**config.mk**
```make
export PLATFORM = sky130hd
export DESIGN_NAME = eeprom_status_guard
export DESIGN_NICKNAME = d
export VERILOG_FILES = /design/src/rtl/eeprom_sr_pkg.sv /design/src/rtl/sr_prot_decode.sv /design/src/rtl/sr_wel_latch.sv /design/src/rtl/sr_nv_store.sv /design/src/rtl/eeprom_status_guard.sv
export SDC_FILE = /design/constraint.sdc
export NUM_CORES = 1
export LEC_CHECK = 0
export ABC_AREA = 0
export BUFFER_PORTS_ARGS = -buffer_cell sky130_fd_sc_hd__buf_2
export CORE_MARGIN = 2
export CORE_UTILIZATION = 33
export CTS_CLUSTER_DIAMETER = 100
export DETAILED_ROUTE_END_ITERATION = 16
export PLACE_DENSITY = 0.75
export SLEW_MARGIN = 25
export SYNTH_ARGS = -nofsm -noshare
export SYNTH_HDL_FRONTEND = slang
export SYNTH_SLANG_ARGS = --single-unit
```
**constraint.sdc**
```tcl
create_clock -name clk -period 1.4 [get_ports clk]
set_clock_uncertainty 0.2 [all_clocks]
set_input_delay 0.14 -clock clk [delete_from_list [all_inputs] [get_ports clk]]
set_output_delay 0.14 -clock clk [all_outputs]
set_load 0.01 [all_outputs]
```
**src/rtl/eeprom_sr_pkg.sv**
```systemverilog
package eeprom_sr_pkg;
   typedef enum logic [1:0] {
      BP_NONE    = 2'b00,
      BP_QUARTER = 2'b01,
      BP_HALF    = 2'b10,
      BP_ALL     = 2'b11
   } bp_level_e;

   typedef struct packed {
      logic      lock_en;
      bp_level_e level;
   } sr_nv_t;

   localparam int unsigned SR_W     = 8;
   localparam int unsigned POS_LOCK = 7;
   localparam int unsigned POS_BP_H = 3;
   localparam int unsigned POS_BP_L = 2;
   localparam int unsigned POS_WEL  = 1;
   localparam int unsigned POS_BUSY = 0;
endpackage

```
**src/rtl/sr_prot_decode.sv**
```systemverilog
module sr_prot_decode
   import eeprom_sr_pkg::*;
#(
   parameter int unsigned ADDR_W = 11
) (
   input  bp_level_e           level,
   input  logic [ADDR_W-1:0]   addr,
   output logic                prot
);
   localparam int unsigned TOP = ADDR_W - 1;

   logic [1:0] hi;
   logic       unused_low;

   assign hi         = addr[TOP -: 2];
   assign unused_low = ^addr[ADDR_W-3:0];

   always_comb begin
      case (level)
         BP_NONE:    prot = 1'b0;
         BP_QUARTER: prot = &hi;
         BP_HALF:    prot = hi[1];
         default:    prot = 1'b1;
      endcase
   end
endmodule

```
**src/rtl/sr_wel_latch.sv**
```systemverilog
module sr_wel_latch (
   input  logic clk,
   input  logic rst_n,
   input  logic busy,
   input  logic done,
   input  logic set_req,
   input  logic clr_req,
   output logic wel
);
   always_ff @(posedge clk or negedge rst_n) begin
      if (!rst_n) begin
         wel <= 1'b0;
      end else if (done) begin
         wel <= 1'b0;
      end else if (!busy && clr_req) begin
         wel <= 1'b0;
      end else if (!busy && set_req) begin
         wel <= 1'b1;
      end
   end
endmodule

```
**src/rtl/sr_nv_store.sv**
```systemverilog
module sr_nv_store
   import eeprom_sr_pkg::*;
(
   input  logic   clk,
   input  logic   rst_n,
   input  logic   cs_n,
   input  logic   hw_lock,
   input  logic   load_ok,
   input  sr_nv_t wr_nv,
   output sr_nv_t nv_q
);
   logic   cs_prev;
   logic   pend;
   sr_nv_t pend_nv;
   logic   cs_rise;

   assign cs_rise = cs_n && !cs_prev;

   always_ff @(posedge clk or negedge rst_n) begin
      if (!rst_n) begin
         cs_prev <= 1'b1;
         pend    <= 1'b0;
         pend_nv <= '0;
         nv_q    <= '0;
      end else begin
         cs_prev <= cs_n;
         if (hw_lock) begin
            pend <= 1'b0;
         end else if (cs_rise) begin
            pend <= 1'b0;
            if (pend) nv_q <= pend_nv;
         end else if (load_ok) begin
            pend    <= 1'b1;
            pend_nv <= wr_nv;
         end
      end
   end
endmodule

```
**src/rtl/eeprom_status_guard.sv**
```systemverilog
module eeprom_status_guard
   import eeprom_sr_pkg::*;
#(
   parameter int unsigned ADDR_W        = 11,
   parameter bit          BUSY_ALL_ONES = 1'b1
) (
   input  logic              clk,
   input  logic              rst_n,
   input  logic              cs_n,
   input  logic              wp_level,
   input  logic              busy,
   input  logic              done,
   input  logic              wen_set,
   input  logic              wen_clr,
   input  logic              sr_load,
   input  logic [SR_W-1:0]   sr_wr_data,
   input  logic [ADDR_W-1:0] cand_addr,
   output logic [SR_W-1:0]   status_byte,
   output logic              addr_protected,
   output logic              sr_write_ok
);
   if (ADDR_W < 3) begin : g_bad_width
      $error("eeprom_status_guard: ADDR_W must be at least 3");
   end

   logic   wel_q;
   logic   wpen_q;
   logic   hw_lock;
   logic   load_ok;
   sr_nv_t wr_nv;
   sr_nv_t nv_q;
   logic   unused_data;

   assign wr_nv.lock_en = sr_wr_data[POS_LOCK];
   assign wr_nv.level   = bp_level_e'(sr_wr_data[POS_BP_H:POS_BP_L]);
   assign unused_data   = ^{sr_wr_data[6:4], sr_wr_data[POS_WEL], sr_wr_data[POS_BUSY]};

   assign wpen_q      = nv_q.lock_en;
   assign hw_lock     = wpen_q && !wp_level;
   assign sr_write_ok = wel_q && !busy && !hw_lock;
   assign load_ok     = sr_load && !cs_n && sr_write_ok;

   sr_wel_latch i_wel (
      .clk     (clk),
      .rst_n   (rst_n),
      .busy    (busy),
      .done    (done),
      .set_req (wen_set),
      .clr_req (wen_clr),
      .wel     (wel_q)
   );

   sr_nv_store i_store (
      .clk     (clk),
      .rst_n   (rst_n),
      .cs_n    (cs_n),
      .hw_lock (hw_lock),
      .load_ok (load_ok),
      .wr_nv   (wr_nv),
      .nv_q    (nv_q)
   );

   sr_prot_decode #(.ADDR_W(ADDR_W)) i_dec (
      .level (nv_q.level),
      .addr  (cand_addr),
      .prot  (addr_protected)
   );

   logic [SR_W-1:0] idle_byte;
   assign idle_byte = {wpen_q, 3'b000, nv_q.level, wel_q, 1'b0};

   if (BUSY_ALL_ONES) begin : g_busy_ones
      assign status_byte = busy ? {SR_W{1'b1}} : idle_byte;
   end else begin : g_busy_bit
      assign status_byte = {idle_byte[SR_W-1:1], busy};
   end
endmodule

```
==> run_results.csv <==
group,metric,value,unit
layout,instances_no_fill,92,
critical_path,critPathArrivalTime,1470,ps
critical_path,reg2reg_launch_point,"i_store.nv_q[2]$_DFFE_PN0P_",
layout,area_occupied_by_multi_input_gates,231,um2
yosys,synth_seq_cells,9,
placement,io_buffer_count,23,
critical_path,crit_required,1340,ps
yosys,synth.top_cell.area_share,0.417,
yosys,synth_area_per_cell,12.6,um2
power_and_ir_drop,p_int,0.555,mW
clock_tree,clock_tree.htree_level_count,1,
drt,wl_per_cell,11.7,um
floorplan,fp.dieW,42.2,um
clock_tree,cts-root-to-sink-buffers,2,
critical_path,setup.worst_path.end_class,"flip-flop",
drt,route.final.wire_length,1080,um
drt,vias_per_cell,4.59,
layout,final_core_util,0.593,
timing,post_layout_worst_setup_margin,-132,ps
yosys,synth.yosys.seq_area_share,0.471,
critical_path,setup.worst_path.start,"i_store.nv_q[2]$_DFFE_PN0P_",
yosys,synthesized_area,480,um2
status,violations,"setup timing",
power_and_ir_drop,power_frac_comb,0.298,
floorplan,die_area,1780,um2
power_and_ir_drop,p_leak,0.414,nW
global_routing,grt-ovfl-total,0,
critical_path,worstSetupPathType,"reg2reg",
placement,gpl.final_weighted_congestion,0.676,
floorplan,core-area,1330,um2
floorplan,start_util,0.360,
layout,layout.filler_cells,113,
floorplan,floorplan.die.height,42.2,um
clock_tree,clock_tree_from_tritoncts,"yes",
global_routing,antenna_found_initial,0,
yosys,synthDominantAreaCellType,"dfrtp_1",
placement,dp.cells,78,
timing,fin_tns_setup,-794,ps
layout,layout_common_cells,"19 x buf_2, 8 x dlygate4sd3_1, 8 x dfrtp_1, 8 x buf_4",
yosys,yosysWarningCount,0,
placement,dpl.hpwl,701,um
yosys,synth_cell_type_count,20,
floorplan,rows,13,
global_routing,grt_pass1_wl,1750,um
critical_path,r2r_cells,4,
timing,max_slew_margin,0.854,
hold_path,hold_class,"in2reg",
layout,register_area,226,um2
drt,via_count,422,
job,max_cap_violations,0,
drt,detail_route_antenna_nets,0,
layout,fraction_of_final_layout_cells_sized_beyond_drive_strength_1,0.636,
layout,diodes,0,
drt,detailedRoute.firstPassIterationCount,3,
drt,drt_iter0_drc,6,
floorplan,io-pin-count,38,
layout,most_common_cell_after_layout_fill_and_taps_aside,"buf_2",
yosys,syn_inst,38,
status,run_status,"finished, violations left",
critical_path,worst_setup_path_start_kind,"flip-flop",
clock_tree,worst_skew_pair.late_latency,260,ps
clock_tree,clockRootBuffer,"clkbuf_4",
global_routing,grt_pass1_vias,449,
power_and_ir_drop,sw_frac_of_total,0.243,
power_and_ir_drop,share_of_power_burned_in_registers,0.437,
global_routing,track_usage,0.137,
power_and_ir_drop,power.net_switching,0.179,mW
hold_path,hp-start,"cs_n",
timing,finalWorstPathRequiredPeriod,1530,ps
yosys,yosys-top-cells-area,"dfrtp_1 42%, mux2_4 9.4%, buf_4 6.3%, dfstp_2 5.5%, or2_2 5.2%",
timing,fin_max_slew_vios,0,
power_and_ir_drop,cell_area_power_density,928,nW/um2
clock_tree,numCtsBuffers,3,
timing,timing.fmax,0.653,GHz
timing,timing_hold_violations_final,0,
timing,final_critical_path_share_of_the_clock_period,1.09,
timing,tightestPinTransition,218,ps
timing,grt_setup_unrepaired,"yes",
clock_tree,tritoncts_num_sinks,9,
timing,setup_viol_count_final,8,
power_and_ir_drop,vdd.ir_drop.worst,458,uV
power_and_ir_drop,power.clock.fraction,0.264,
critical_path,crit_fanout,4,
hold_path,worst_hold_path.num_cells,4,
clock_tree,clock_slew_at_reported_path_ffs,60,ps
drt,drc,0,
layout,signed_area_change_from_the_synthesized_netlist_to_the_final_layout,64.6,%
layout,fin_nets,106,
yosys,mappedNetlistNets,66,
global_routing,maximum_number_of_pins_on_one_net_before_global_route_repair,11,
[cells in the mapped netlist]
cell type and instances:
a211oi_1 1, or2_2 4, mux2_4 3, nand2_1 1, and3b_1 1, inv_1 2, a21o_1 1, dfrtp_1 8
nor4b_4 1, o21a_1 1, a22o_2 1, a22o_1 1, dfstp_2 1, and2b_2 1, mux2_2 2, nor3b_1 1
a21oi_1 2, nor2b_4 1, buf_4 4, nand2b_1 1
[registers in the layout (all words and copies together) (netlist names)]
register         cells
i_store.cs_prev      1
i_store.pend         1
i_store.nv_q         3
i_wel.wel            1
i_store.pend_nv      3
[layer usage]
layer  share of wire  up-vias  track usage
li1                -      208            -
met1            0.38      190        0.125
met2            0.54       22        0.256
met3           0.069        2       0.0259
met4          0.0093        0        0.113
met5               0        -            0
[area by class of cell]
cell class | instances | area share
timing repair buffer | 39 | 0.354
multi-input combinational | 23 | 0.293
tap | 15 | 0.0237
clock buffer | 4 | 0.0332
inverter | 2 | 0.00949
sequential | 9 | 0.286
[kinds of logic (layout without fill, tap and decap cells)]
kind of cell | count (synthesis) | count (layout) | share of synthesized area
AND/OR/NAND/NOR | 11 | 11 | 0.203
flip-flops | 9 | 9 | 0.471
AO/OA/AOI/OAI | 7 | 7 | 0.107
buffers and inverters | 6 | 45 | 0.0781
multiplexers | 5 | 5 | 0.141
[power groups by stage]
stage,Clock (mW),Sequential [mW],Combinational (mW)
after floorplan,0,0.319,0.101
after global placement,0,0.324,0.158
after detailed placement,0,0.327,0.162
after CTS,0.206,0.321,0.218
after global routing,0.224,0.326,0.235
final,0.194,0.321,0.219
[timing repair]
| action | CTS | global route |
|---|---|---|
| resized for setup | 9 | 0 |
| setup buffers | 2 | 0 |
| hold endpoints to repair | 15 | 0 |
| hold buffers | 8 | 0 |
| pin swaps | 1 | 1 |
| endpoints found under the setup margin | 11 | 10 |
[worst max-delay path: stages (launching register included)]
cell and delay [ps]:
dfrtp_1 370, nor2b_4 140, nor4b_4 240, buf_4 180
mux2_4 290
[worst paths after layout]
check | to | slack [ps]
worst max-delay path | i_store.pend_nv[0]$_DFFE_PN0P_ | -130
worst min-delay path | i_store.pend$_DFFE_PN0P_ | 50
worst max register to register | i_store.pend_nv[0]$_DFFE_PN0P_ | -130
worst min register to register | i_store.pend$_DFFE_PN0P_ | 290
max in group asynchronous | i_store.cs_prev$_DFF_PN1_ | 690
min in group asynchronous | i_wel.wel$_DFFE_PN0P_ | 70
[metrics by stage]
stage          instance area (um2)  hold slack, ps  setup slack (ps)  total power, mW
2_1_floorplan                  480            -356              -120            0.420
5_1_grt                        791            67.2              -187            0.785
4_1_cts                        791            3.71              -146            0.746
3_3_place_gp                   629            -205              -113            0.482
6_report                       791            54.0              -132            0.734
3_5_place_dp                   629            -200              -131            0.489
Power figures use the tool's default switching activity.
